==> config.mk <==
export PLATFORM = sky130hd
export DESIGN_NAME = dual_queue_sram_writer
export DESIGN_NICKNAME = d
export VERILOG_FILES = /design/src/rtl/dqsw_pkg.sv /design/src/rtl/dqsw_eligible.sv /design/src/rtl/dqsw_fsm.sv /design/src/rtl/dqsw_delay.sv /design/src/rtl/dual_queue_sram_writer.sv
export SDC_FILE = /design/constraint.sdc
export NUM_CORES = 1
export LEC_CHECK = 0
export BUFFER_PORTS_ARGS = -buffer_cell sky130_fd_sc_hd__buf_2
export CAP_MARGIN = 10
export CORE_MARGIN = 2
export CORE_UTILIZATION = 43
export DETAILED_ROUTE_END_ITERATION = 10
export GPL_TIMING_DRIVEN = 0
export PLACE_DENSITY = 0.81
export SYNTH_ARGS = -nofsm -noshare
export SYNTH_HDL_FRONTEND = slang
export SYNTH_SLANG_ARGS = --single-unit
==> constraint.sdc <==
create_clock -name clk -period 2.4 [get_ports clk]
set_input_delay 0.24 -clock clk [delete_from_list [all_inputs] [get_ports clk]]
set_output_delay 0.24 -clock clk [all_outputs]
set_load 0.02 [all_outputs]
==> src/rtl/dqsw_pkg.sv <==
package dqsw_pkg;

    typedef enum logic [1:0] {
        ST_IDLE   = 2'd0,
        ST_POP_HI = 2'd1,
        ST_POP_LO = 2'd2
    } pick_state_t;

    localparam int NUM_QUEUES = 2;
    localparam int HI_IDX     = 0;
    localparam int LO_IDX     = 1;

endpackage

==> src/rtl/dqsw_eligible.sv <==
module dqsw_eligible (
    input  logic empty,
    input  logic aempty,
    input  logic popping,
    output logic ok
);
    // The flags lag a pop by one cycle: while popping, only a second
    // guaranteed word (not almost-empty) allows another pop.
    assign ok = !empty && (!popping || !aempty);
endmodule

==> src/rtl/dqsw_fsm.sv <==
module dqsw_fsm
    import dqsw_pkg::*;
(
    input  logic                  clk,
    input  logic                  rst,
    input  logic [NUM_QUEUES-1:0] ok,
    output logic [NUM_QUEUES-1:0] rd
);
    pick_state_t cur, nxt;

    always_ff @(posedge clk) begin
        if (rst) cur <= ST_IDLE;
        else     cur <= nxt;
    end

    always_comb begin
        nxt = ST_IDLE;
        unique case (cur)
            ST_IDLE: begin
                if      (ok[HI_IDX]) nxt = ST_POP_HI;
                else if (ok[LO_IDX]) nxt = ST_POP_LO;
                else                 nxt = ST_IDLE;
            end
            ST_POP_HI: begin
                if      (ok[HI_IDX]) nxt = ST_POP_HI;   // burst continue
                else if (ok[LO_IDX]) nxt = ST_POP_LO;   // handoff
                else                 nxt = ST_IDLE;
            end
            ST_POP_LO: begin
                if      (ok[HI_IDX]) nxt = ST_POP_HI;   // preempt
                else if (ok[LO_IDX]) nxt = ST_POP_LO;
                else                 nxt = ST_IDLE;
            end
            default: nxt = ST_IDLE;
        endcase
    end

    always_comb begin
        rd = '0;
        unique case (cur)
            ST_IDLE:   rd = '0;
            ST_POP_HI: rd[HI_IDX] = 1'b1;
            ST_POP_LO: rd[LO_IDX] = 1'b1;
            default:   rd = '0;
        endcase
    end
endmodule

==> src/rtl/dqsw_delay.sv <==
module dqsw_delay #(
    parameter int WIDTH = 16,
    parameter int DEPTH = 2
) (
    input  logic             clk,
    input  logic             rst,
    input  logic             in_vld,
    input  logic [WIDTH-1:0] in_dat,
    output logic             out_vld,
    output logic [WIDTH-1:0] out_dat
);
    logic             vld_q [DEPTH];
    logic [WIDTH-1:0] dat_q [DEPTH];

    for (genvar s = 0; s < DEPTH; s++) begin : g_stage
        always_ff @(posedge clk) begin
            if (rst) begin
                vld_q[s] <= 1'b0;
                dat_q[s] <= '0;
            end else if (s == 0) begin
                vld_q[s] <= in_vld;
                dat_q[s] <= in_dat;
            end else begin
                vld_q[s] <= vld_q[(s == 0) ? 0 : s-1];
                dat_q[s] <= dat_q[(s == 0) ? 0 : s-1];
            end
        end
    end

    assign out_vld = vld_q[DEPTH-1];
    assign out_dat = dat_q[DEPTH-1];
endmodule

==> src/rtl/dual_queue_sram_writer.sv <==
module dual_queue_sram_writer
    import dqsw_pkg::*;
#(
    parameter int ADDR_W   = 12,
    parameter int DATA_W   = 16,
    parameter int DATA_LAG = 2
) (
    input  logic                     clk,
    input  logic                     rst,
    input  logic                     hi_empty,
    input  logic                     hi_aempty,
    input  logic [ADDR_W+DATA_W-1:0] hi_word,
    output logic                     hi_rd,
    input  logic                     lo_empty,
    input  logic                     lo_aempty,
    input  logic [ADDR_W+DATA_W-1:0] lo_word,
    output logic                     lo_rd,
    output logic [ADDR_W-1:0]        sram_addr,
    output logic                     sram_we,
    output logic [DATA_W-1:0]        sram_dq_out,
    output logic                     sram_dq_oe
);
    localparam int WORD_W = ADDR_W + DATA_W;

    logic [NUM_QUEUES-1:0] q_empty, q_aempty, q_ok, q_rd;
    logic [WORD_W-1:0]     q_word [NUM_QUEUES];

    assign q_empty  = {lo_empty,  hi_empty};
    assign q_aempty = {lo_aempty, hi_aempty};
    assign q_word[HI_IDX] = hi_word;
    assign q_word[LO_IDX] = lo_word;

    for (genvar q = 0; q < NUM_QUEUES; q++) begin : g_elig
        dqsw_eligible u_elig (
            .empty   (q_empty[q]),
            .aempty  (q_aempty[q]),
            .popping (q_rd[q]),
            .ok      (q_ok[q])
        );
    end

    dqsw_fsm u_fsm (
        .clk (clk),
        .rst (rst),
        .ok  (q_ok),
        .rd  (q_rd)
    );

    assign hi_rd = q_rd[HI_IDX];
    assign lo_rd = q_rd[LO_IDX];

    // Address stage: the head word popped this cycle is captured at the edge.
    logic [DATA_W-1:0] wdata_s;

    always_ff @(posedge clk) begin
        if (rst) begin
            sram_we   <= 1'b0;
            sram_addr <= '0;
            wdata_s   <= '0;
        end else begin
            sram_we <= |q_rd;
            if (q_rd[HI_IDX]) begin
                sram_addr <= q_word[HI_IDX][WORD_W-1 -: ADDR_W];
                wdata_s   <= q_word[HI_IDX][DATA_W-1:0];
            end else if (q_rd[LO_IDX]) begin
                sram_addr <= q_word[LO_IDX][WORD_W-1 -: ADDR_W];
                wdata_s   <= q_word[LO_IDX][DATA_W-1:0];
            end
        end
    end

    logic              dly_vld;
    logic [DATA_W-1:0] dly_dat;

    dqsw_delay #(
        .WIDTH (DATA_W),
        .DEPTH (DATA_LAG)
    ) u_delay (
        .clk     (clk),
        .rst     (rst),
        .in_vld  (sram_we),
        .in_dat  (wdata_s),
        .out_vld (dly_vld),
        .out_dat (dly_dat)
    );

    assign sram_dq_oe  = dly_vld;
    assign sram_dq_out = dly_vld ? dly_dat : '0;
endmodule

# Word-level counts from Yosys, hierarchy flattened
# Memory sizes are Yosys's and may differ from the RTL's.
# Index checks and enable logic that the tools add are counted.
word_totals:
  wordCells: 46
  mem_bits_rw: 34
  register_bits: 31
  n_memories: 2
mem_list:
  columns: ["memory", "words", "word_bits", "read_ports", "rd_clocked_by_memory_dff", "wr", "line", "source"]
  rows:
  - ["u_delay.dat_q", 2, 16, 2, 0, 2, "dqsw_delay.sv:13", "logic [WIDTH-1:0] dat_q [DEPTH];"]
  - ["u_delay.vld_q", 2, 1, 2, 0, 2, "dqsw_delay.sv:12", "logic vld_q [DEPTH];"]
op_classes:
  n_reduce_logical: 16
  n_eq_ne: 2
  muxes: 16
  n_bitwise: 5
op_table:
  columns: ["op", "count"]
  rows:
  - ["16-bit two-way mux", 5]
  - ["12-bit two-way mux", 2]
  - ["1-bit two-way mux", 8]
  - ["1-bit logical NOT", 6]
  - ["3-bit OR reduction", 2]
  - ["1-bit bitwise OR", 4]
  - ["2-bit OR reduction", 2]
  - ["2-bit by 1-bit == test with 1-bit output (second input constant)", 1]
  - ["2-bit == test (second input constant)", 1]
  - ["1-bit logical AND", 2]
  - ["2-bit logical NOT", 1]
  - ["1-bit logical OR", 2]
  - ["2-bit two-way mux", 1]
  - ["2-bit nonzero test", 1]
  - ["1-bit inverter", 1]

# Longest topological paths before layout
# Gate-level depths: netlist (run 1).
logic_depth:
  word_depth: 7
  mapped_depth: 6
  mapped_depth_nobuf: 4

# By module
# Synthesis (run 1) repeated with hierarchy kept, for this count alone.
hier_totals:
  hier_cells: 224
  hier_area_um2: 2506.2
by_module_without_submodules:
  columns: ["module", "cells_per_inst", "area_each_um2", "n_inst"]
  rows:
  - ["dual_queue_sram_writer", 144, 1473.9, 1]
  - ["dqsw_delay", 71, 937.1, 1]
  - ["dqsw_fsm", 7, 77.6, 1]
  - ["dqsw_eligible", 1, 8.8, 2]

# Least setup slack after synthesis (run 1)
# No wires, ideal clock.
synth_timing:
  path_kind: "reg2reg"
  start: "register u_fsm.cur[1]"
  end: "register sram_addr[10]"
  setup_ns: 0.126
  synth_period_minus_slack_ns: 1.424
  t_arrival_ns: 1.298
  path_slack_ns: 0.976
  stages_incl_launch_ff: 7
  path_cell_list: "dfxtp_1 inv_1 ha_1 buf_6 buf_6 mux2i_1 a211oi_2"
synth_via:
  elab_chain_cells: 3
  word_cells_on_any_way: 6
  classes_between: "2 x eq/ne; 3 x mux; 1 x reduce/logical"
synth_lines:
  columns: ["element", "line", "source"]
  rows:
  - ["start: declaration", "dqsw_fsm.sv:9", "pick_state_t cur, nxt;"]
  - ["start signal: assignment", "dqsw_fsm.sv:13", "else cur <= nxt;"]
  - ["2-bit by 1-bit == test with 1-bit output *", "dqsw_fsm.sv:40", "unique case (cur)"]
  - ["1-bit two-way mux *", "dqsw_fsm.sv:40", null]
  - ["net hi_rd", "dual_queue_sram_writer.sv:13", "output logic hi_rd,"]
  - ["12-bit two-way mux / 2-bit nonzero test (equally long branches)", null, null]
  - ["end signal: assignment", "dual_queue_sram_writer.sv:63", "sram_addr <= q_word[HI_IDX][WORD_W-1 -: ADDR_W];"]
  - ["end signal: assignment", "dual_queue_sram_writer.sv:66", "sram_addr <= q_word[LO_IDX][WORD_W-1 -: ADDR_W];"]
  - ["end: declaration", "dual_queue_sram_writer.sv:18", "output logic [ADDR_W-1:0] sram_addr,"]
# Mark *: on every way through the listed nets, which the timed path passes. The rest lies on a longest branch.
# A chain may end at the register's enable or synchronous reset.

# Worst setup path in the final report (run 1)
layout_timing:
  start: "register u_fsm.cur[0]"
  end: "register wdata_s[12]"
layout_via:
  elab_chain_cells: 3
  word_cells_on_any_way: 6
  classes_between: "2 x eq/ne; 3 x mux; 1 x reduce/logical"
layout_lines:
  columns: ["element", "line", "source"]
  rows:
  - ["2-bit by 1-bit == test with 1-bit output / 2-bit == test (equally long branches)", "dqsw_fsm.sv:40", null]
  - ["1-bit two-way mux", "dqsw_fsm.sv:40", null]
  - ["16-bit two-way mux / 2-bit nonzero test (equally long branches)", null, null]
  - ["end signal: assignment", "dual_queue_sram_writer.sv:64", "wdata_s <= q_word[HI_IDX][DATA_W-1:0];"]
  - ["end signal: assignment", "dual_queue_sram_writer.sv:67", "wdata_s <= q_word[LO_IDX][DATA_W-1:0];"]
  - ["end: declaration", "dual_queue_sram_writer.sv:53", "logic [DATA_W-1:0] wdata_s;"]
# Parallel ways exist; a longest one is shown, timed or not.

==> run metrics, run 1 <==
status complete, no violations; Synth area leader dfxtp_1; Comb pwr share 0.146; Ports 94; port buffer count around 90; Switching Fraction 0.2471; final critical-path share of the clock period 0.6628; final hold slack roughly 0.075 ns; Slew HR 0.6866; worst r2r src u_fsm.cur[0]$_SDFF_PP0_; WL/cell 11.73 um; antenna viol nets, final 0; min-delay worst type primary input to flop; Cells after Synth 226; GRT Total Usage 0.1585; area occupied by multi-input gates 0.001091 mm^2; Psw about 0.00058 W; CP Data Required Time roughly 2.6 ns; Critical Path Source Type flop; slowest library cell on the worst path dfxtp_1; initial core utilization 0.4496; CTS Buf Count 9; post-layout min period between 1.5 and 2 ns; Clock Path Buffers 2; Distinct cells, synth 19; final hold vios 0; RSZ-0062 raised after global routing no; dominant cells by area after synthesis dfxtp_1, nor2b_1, mux2i_1, a211oi_1, a211oi_2; sequential share of power 0.503; Synth top area share 0.5224; Commonest cells post-synth dfxtp_1, nor2b_1, mux2i_1; Setup TNS Final 0 ns; Post-synth EDFFs 0; Levels on crit path 6; Worst Path Max Fanout 10; Max Fclk ~630 MHz; Crit Path Category flop to flop; Top cell by count, worst path buf_2; most used standard cell by instance count after synthesis dfxtp_1; Avg Inst Size Synth 11.02 um^2; Post-CTS Resized 0; Pleak 1.435 nW; Sink Count 65; global-route wire length before repair a little under 8 mm; DPL Wire Length around 3.6 mm; R2R setup slack roughly 0.8 ns; Post-Synthesis Cell Area roughly 0.0025 mm^2; Worst Tran Pin Value roughly 0.47 ns; Synth Warn # 0; met1 Track Usage GR 0.1854; Crit path largest cell delay between 0.3 and 0.4 ns; DRC 0; Worst setup EP type flop; crit path capture wdata_s[12]$_SDFFE_PP0P_; diode count 0; hold bufs inserted after CTS 0; routing usage on met3 0.03933; total number of vias 1,795; drt total wl 4.751 mm; TritonRoute pass-1 iters 4; Clock Skews 0.006143 ns; Vert. Die Dim about 80 um; sequential fraction of the synthesis area 0.5224; Sequential Area about 0.0013 mm^2; fillers between 400 and 500; Clock Pin Slew Worst Setup and Hold Paths 0.07 ns; Critical Path Start u_fsm.cur[0]$_SDFF_PP0_; Reg2Reg Capture Point wdata_s[12]$_SDFFE_PP0P_; delay-heaviest family, CP buffers and inverters; Worst EP arrival about 1.8 ns; R2R depth 6; P per Cell Area ~730 mW/mm^2; MaxCap Viol Count 0; initial DRC count 60; Core Area 0.005540 mm^2; H-tree levels 3; gp weighted congestion around 0.77; antenna violations before repair 0; CTS tree done; width of the die between 80 and 90 um; global route total overflow 0; pin count of the biggest net entering global routing 11; total power about 0.0024 W; clk_lat worst skew about 0.33 ns; critical-path cell list inv_1, ha_1, buf_2, inv_2, buf_2, a211oi_1; Final Max Tran Viols 0; Buf/Inv on CP 4; clock share of power 0.351; vias in the first global route roughly 1,800; die area 0.006418 mm^2; number of synthesized register bits 65; root buf cell clkbuf_8; postcts setup bufs 0; Mapped Nets between 200 and 300; layer with the highest usage met2; GR Util met2 0.2608; share of cells above drive strength 1 0.3724; vias per cell about 4.4; Setup-failing EPs final 0; ys flop type dfxtp_1; Worst VDD drop roughly 0.45 mV; ys async rst share 0; synthesis-to-layout area growth 29.38%; Final #Nets about 390; # rows 27; Internal approximately 0.0018 W
## layout make-up
| class | instances | share of cell area |
|---|---|---|
| sequential | 65 | 0.4037 |
| multi-input combinational | 142 | 0.3385 |
| timing repair buffer | 92 | 0.1429 |
| clock buffer | 13 | 0.05241 |
| tap | 72 | 0.02795 |
| buffer | 16 | 0.02717 |
| clock inverter | 2 | 0.003882 |
| inverter | 3 | 0.003494 |
## state kept, by name (all words and copies together) (netlist names)
signal and cells:
u_fsm.cur 2, wdata_s 16, sram_we 1, u_delay.dat_q 32, sram_addr 12, u_delay.vld_q 2
## metrics by stage
step | std cells | instance area (um^2) | util | setup slack [ns]
2_1_floorplan | 226 | 2491 | - | 0.9760
3_3_place_gp | 390 | 3042 | 0.5490 | 0.8594
3_5_place_dp | 390 | 3042 | 0.5490 | 0.8178
4_1_cts | 405 | 3223 | 0.5818 | 0.7899
5_1_grt | 405 | 3223 | 0.5818 | 0.6563
6_report | 405 | 3223 | 0.5818 | 0.8093
## cells in the final DEF, fill, tap and decap left out, drive strengths merged
| cell type | netlist | final |
|---|---|---|
| nor3 | 1 | 1 |
| ha | 3 | 3 |
| clkinv | 0 | 1 |
| a211o | 1 | 1 |
| inv | 3 | 3 |
| nor2b | 62 | 62 |
| a211oi | 28 | 28 |
| dfxtp | 65 | 65 |
| and2 | 16 | 16 |
| a21oi | 1 | 1 |
| nor3b | 1 | 1 |
| clkbuf | 7 | 20 |
| buf | 9 | 101 |
| clkinvlp | 0 | 1 |
| nor2 | 1 | 1 |
| mux2i | 28 | 28 |
## metal layers
metal / vias to the layer above / wire (um)
met5: - / 0
met4: 0 / 99
li1: 964 / -
met3: 10 / 290
met1: 765 / 2049
met2: 56 / 2312
## logic make-up after synthesis
| kind of cell | after synthesis | synth area share |
|---|---|---|
| compound gates | 30 | 0.1080 |
| fa+ha+maj | 3 | 0.01507 |
| buf+inv | 19 | 0.03968 |
| flops | 65 | 0.5224 |
| mux | 28 | 0.1125 |
| simple gates | 81 | 0.2024 |
## worst min path at each step
| stage | from | to | slack, ns | cells after the start |
|---|---|---|---|---|
| final | lo_empty | u_fsm.cur[1]$_SDFF_PP0_ | 0.08 | 2 |
| after global routing | lo_empty | u_fsm.cur[1]$_SDFF_PP0_ | 0.07 | 2 |
| after CTS | lo_empty | u_fsm.cur[1]$_SDFF_PP0_ | 0.06 | 2 |
| after detailed placement | lo_empty | u_fsm.cur[1]$_SDFF_PP0_ | 0.42 | 2 |
| after global placement | lo_empty | u_fsm.cur[1]$_SDFF_PP0_ | 0.40 | 2 |
| after floorplan | lo_empty | u_fsm.cur[1]$_SDFF_PP0_ | 0.32 | 1 |
## worst reg2reg max path: stages, from the launching register on
cell and delay [ns]:
dfxtp_1 0.36, inv_1 0.06, ha_1 0.32, buf_2 0.22, inv_2 0.12, buf_2 0.20
a211oi_1 0.23
## power by group through the flow
stage | combinational (W) | clock (W) | sequential (W)
global placement | 0.000341 | 0 | 0.00121
detailed placement | 0.000349 | 0 | 0.00121
floorplan | 0.000206 | 0 | 0.00124
CTS | 0.000351 | 0.000852 | 0.00119
global route | 0.000383 | 0.000905 | 0.00120
finish | 0.000346 | 0.000828 | 0.00119
(Power assumes the default switching activity.)
==> inputs of run 2 (changes only) <==
PLACE_DENSITY = 0.84   (was 0.81)
clock period = 1.4 ns   (was 2.4 ns; I/O delays follow)
==> run 2 against run 1 <==
Effect of this change: worst setup slack lost 0.75 ns; sequential power is 72% higher; maximum frequency grew 19%; sequential cell count is the same; register-to-register slack got worse by 0.75 ns; count of clock-buffer cells in the layout increased by 2; critical endpoint is now sram_addr[8]$_SDFFE_PP0P_; largest power group unchanged.
==> run metrics, run 2 (synthesized netlist as in run 1, its figures left out) <==
gp weighted congestion between 0.7 and 0.8; Final Cell Area roughly 0.0035 mm^2; share of cells above drive strength 1 0.4577; P per Cell Area 1275 mW/mm^2; Sink Count 65; Buf/Inv on CP 3; drt total wl between 5 and 6 mm; final critical-path share of the clock period 0.9579; Clock Pin Slew Worst Setup and Hold Paths about 0.070 ns; die area approximately 0.0064 mm^2; antenna violations before repair 0; Final #Nets between 400 and 500; root buf cell clkbuf_8; DRC 0; port buffer count 92; pin count of the biggest net entering global routing 18; Top Registers u_delay.dat_q: 32 flops, wdata_s: 16 flops, sram_addr: 12 flops; CTS tree done; diode count 0; vias in the first global route ~1,800; Setup-failing EPs final 0; MaxCap Viol Count 0; Final Max Tran Viols 0; Core Area between 0.005 and 0.006 mm^2; GRT Total Usage 0.1669; Clock Skews 0.004333 ns; RSZ-0062 raised after global routing yes; Biggest register u_delay.dat_q; post-layout min period between 1 and 1.5 ns; Crit path largest cell delay between 0.3 and 0.4 ns; Worst Path Max Fanout 10; Slew HR 0.6584; global-route wire length before repair 8.100 mm; Worst VDD drop between 0.7 and 0.8 mV; Pleak ~1.6 nW; initial core utilization 0.4496; vias per cell about 4.7; initial DRC count 50; min-delay worst type primary input to flop; antenna viol nets, final 0; Worst Tran Pin Value about 0.51 ns; DPL Wire Length 3.551 mm; Crit Path Category flop to flop; Worst setup EP type flop; global route total overflow 0; Vert. Die Dim about 80 um; width of the die approximately 80 um; synthesis-to-layout area growth 42.24%; CTS Buf Count 9; Critical Path Source Type flop; Clock Path Buffers 2; Worst EP arrival about 1.6 ns; commonest non-fill, non-tap cell in the layout buf_2; Top cell by count, worst path buf_12; Placed Area around 0.0030 mm^2; total number of vias roughly 1,900; status complete, no violations; slowest library cell on the worst path dfxtp_4; WL/cell about 13 um; TritonRoute pass-1 iters 4; H-tree levels 3; Max Fclk 745.7 MHz; total power roughly 0.0045 W; critical-path cell list inv_2, ha_4, buf_12, buf_12, mux2i_2, a211oi_2; final hold slack 0.07003 ns; Ports 94; fin util 0.6396; final hold vios 0; CP Data Required Time about 1.6 ns; clk_lat worst skew around 0.34 ns; max reg flops 32; # rows 27; most frequent cells in the layout buf_2, nor2b_1, dfxtp_1, mux2i_1, and2_1; delay-heaviest family, CP flip-flops
-- run 2: repair_timing --
| action | 4_1_cts | 5_1_grt |
|---|---|---|
| hold buffers | 1 | 0 |
| gates resized for setup | 21 | 23 |
| cloned | 1 | 1 |
| pin swaps | 0 | 4 |
| setup buffers | 1 | 6 |
| endpoints found under the hold margin | 1 | 0 |
| endpoints found under the setup margin | 31 | 36 |
-- run 2: tightest hold or removal path, stage by stage --
cell	delay, ns
buf_2	0.08
a211o_1	0.11
nor3_1	0.04
-- run 2: through the flow --
stage                     setup slack (ns)  setup TNS (ns)  std cells
after CTS                         0.009357               0        408
after global placement             -0.1460          -2.492        390
after global routing             -0.002970       -0.005446        415
after detailed placement           -0.2211          -3.472        390
final                              0.05897               0        415
after floorplan                    0.04646               0        226
-- run 2: power breakdown --
group	switching, W	internal [W]
combinational	0.000356	0.000384
clock	0.000665	0.00107
sequential	0.0000590	0.00199
total	0.00108	0.00344
-- run 2: area by class of cell --
type,instances,area [um^2]
clock buffer,15,196.4
clock inverter,1,30.03
timing repair buffer,102,579.3
inverter,3,26.28
buffer,15,127.6
tap,72,90.09
multi-input combinational,142,1184
sequential,65,1310
fill,424,1997
-- run 2: layer usage --
layer,vias up,GRT usage,wire length (um),part of all wire
li1,980,-,-,-
met2,60,0.2775,2683,0.50
met3,8,0.06742,322,0.061
met4,0,0.07119,72,0.014
met1,884,0.1884,2241,0.42
met5,-,0,0,0
-- run 2: final timing paths --
check	endpoint	slack, ns	start	cells after the start
setup / recovery	sram_addr[8]$_SDFFE_PP0P_	0.06	u_fsm.cur[1]$_SDFF_PP0_	6
hold / removal	u_fsm.cur[1]$_SDFF_PP0_	0.07	lo_aempty	3
setup reg to reg	sram_addr[8]$_SDFFE_PP0P_	0.06	u_fsm.cur[1]$_SDFF_PP0_	6
hold reg to reg	u_delay.dat_q[1][8]$_SDFF_PP0_	0.43	u_delay.dat_q[0][8]$_SDFF_PP0_	1
==> inputs of run 3 (changes only) <==
==> constraint.sdc (replaced) <==
create_clock -name clk -period 1.4 [get_ports clk]
set_input_delay 0.28 -clock clk [delete_from_list [all_inputs] [get_ports clk]]
set_output_delay 0.28 -clock clk [all_outputs]
set_load 0.02 [all_outputs]
==> run 3 against run 2 <==
Effect of this change: final cell count is 0.48% higher; largest power group unchanged; critical path type is now flop to primary output; combinational power up 2.7%; sequential share of layout area is 1.6 points lower; sequential cell count unchanged; count of clock-buffer cells in the layout stayed put.
==> run metrics, run 3 (synthesized netlist as in run 1, its figures left out) <==
status complete, no violations; post-layout min period around 1.4 ns; commonest non-fill, non-tap cell in the layout buf_2; Finished Layout Cells 417; antenna viol nets, final 0; Clock Pin Slew Worst Setup and Hold Paths approximately 0.070 ns; Buf/Inv on CP 2; clock share of power 0.382; DRC 0; placed cells between 300 and 400; Crit Path Category flop to primary output; Clock Skews roughly 0.0063 ns; port buffer count approximately 90; vias per cell around 4.7; area occupied by multi-input gates about 0.0012 mm^2; Ports 94; Worst setup EP type primary output; global-route wire length before repair around 8 mm; Worst Path Max Fanout 4; die area 0.006418 mm^2; Worst EP arrival 1.08 ns; Top Registers u_delay.dat_q: 32 flops, wdata_s: 16 flops, sram_addr: 12 flops; Setup-failing EPs final 0; CP Data Required Time 1.12 ns; critical-path cell list buf_4, and2_1, buf_6; synthesis-to-layout area growth 49.07%; root buf cell clkbuf_8; fin util 0.6703; CTS tree done; clk_lat worst skew approximately 0.34 ns; Biggest register u_delay.dat_q; Sequential Area ~0.0013 mm^2; GRT Total Usage 0.1683; TritonRoute pass-1 iters 4; sequential share of power 0.451; Sink Count 65; most frequent cells in the layout buf_2, nor2b_1, dfxtp_1, mux2i_1, buf_6; slowest library cell on the worst path dfxtp_4; diode count 0; # rows 27; Clock Path Buffers 2; hold bufs inserted after CTS 0; DPL Wire Length about 3.6 mm; CTS Buf Count 9; RSZ-0062 raised after global routing yes; initial core utilization 0.4496; initial DRC count 50; total power roughly 0.0045 W; vias in the first global route 1,840; Final #Nets 405; P per Cell Area roughly 1200 mW/mm^2; fillers 391; Psw 0.001089 W; Pleak approximately 1.6 nW; global route total overflow 0; Worst Tran Pin Value about 0.54 ns; Max Fclk 733.3 MHz; Worst VDD drop about 0.80 mV; final hold vios 0; Comb pwr share 0.168; total number of vias 1,947; max reg flops 32; width of the die approximately 80 um; Slew HR 0.6413; final critical-path share of the clock period 0.9741; Core Area 0.005540 mm^2; share of cells above drive strength 1 0.4870; Final Max Tran Viols 0; MaxCap Viol Count 0; Switching Fraction 0.2400; antenna violations before repair 0; Vert. Die Dim around 80 um; H-tree levels 3; drt total wl around 5.3 mm; Crit path largest cell delay approximately 0.35 ns; Critical Path Source Type flop; WL/cell roughly 13 um; min-delay worst type primary input to flop; Internal approximately 0.0034 W; final hold slack slightly below 0.09 ns; delay-heaviest family, CP flip-flops; pin count of the biggest net entering global routing 12; gp weighted congestion just under 0.8
-- run 3: cell types whose count changed in the layout (fill, tap and decap cells not counted) --
cell,change
a211oi_1,-3
mux2i_2,-2
dlygate4sd3_1,-1
buf_8,+1
a211oi_2,+3
and2_1,-5
mux2i_4,+2
buf_4,+3
buf_2,-17
and2_4,+5
buf_6,+16
dfxtp_2,-1
dfxtp_4,+1
-- run 3: per-layer routing --
metal  track usage  vias to the layer above  part of all wire
li1              -                      985                 -
met1        0.1891                      890              0.41
met2        0.2817                       62              0.51
met3       0.06742                       10             0.060
met4       0.07119                        0             0.016
met5             0                        -                 0
-- run 3: worst register-to-register path: stages (launching register included) --
cell	delay (ns)
dfxtp_4	0.37
inv_2	0.05
ha_4	0.18
buf_12	0.15
buf_12	0.14
mux2i_4	0.18
a211oi_2	0.20
-- run 3: power groups by stage --
stage	clock (W)	combinational [W]	sequential, W
CTS	0.00176	0.000673	0.00204
global route	0.00184	0.000823	0.00206
detailed placement	0	0.000596	0.00208
global placement	0	0.000581	0.00208
floorplan	0	0.000354	0.00212
finish	0.00173	0.000760	0.00204
-- run 3: final timing paths --
| path | from | end | slack, ns | cells after the start |
|---|---|---|---|---|
| setup / recovery | u_delay.vld_q[1]$_SDFF_PP0_ | sram_dq_out[1] | 0.04 | 3 |
| hold / removal | lo_empty | u_fsm.cur[1]$_SDFF_PP0_ | 0.09 | 2 |
| setup reg to reg | u_fsm.cur[1]$_SDFF_PP0_ | wdata_s[3]$_SDFFE_PP0P_ | 0.05 | 6 |
| hold reg to reg | u_delay.dat_q[0][8]$_SDFF_PP0_ | u_delay.dat_q[1][8]$_SDFF_PP0_ | 0.43 | 1 |
-- run 3: through the flow --
stage | TNS [ns] | cell area [um^2] | worst slack [ns]
floorplan | 0 | 2494 | 0.04646
global placement | -2.492 | 3044 | -0.1460
detailed placement | -3.472 | 3044 | -0.2211
CTS | -0.001703 | 3417 | -0.001703
global route | -0.003993 | 3714 | -0.003993
finish | 0 | 3714 | 0.03632
-- run 3: final cells by class --
| class | instances | area share |
|---|---|---|
| buffer | 16 | 0.03841 |
| clock buffer | 15 | 0.05290 |
| clock inverter | 1 | 0.008086 |
| inverter | 3 | 0.007075 |
| multi-input combinational | 142 | 0.3309 |
| sequential | 65 | 0.3534 |
| tap | 72 | 0.02426 |
| timing repair buffer | 103 | 0.1850 |
-- run 3: repair_timing --
item / in CTS / in global routing
setup endpoints to repair: 33 / 34
buffers inserted: 3 / 6
gates cloned: 1 / 1
pin swaps: 1 / 7
resized for setup: 28 / 64
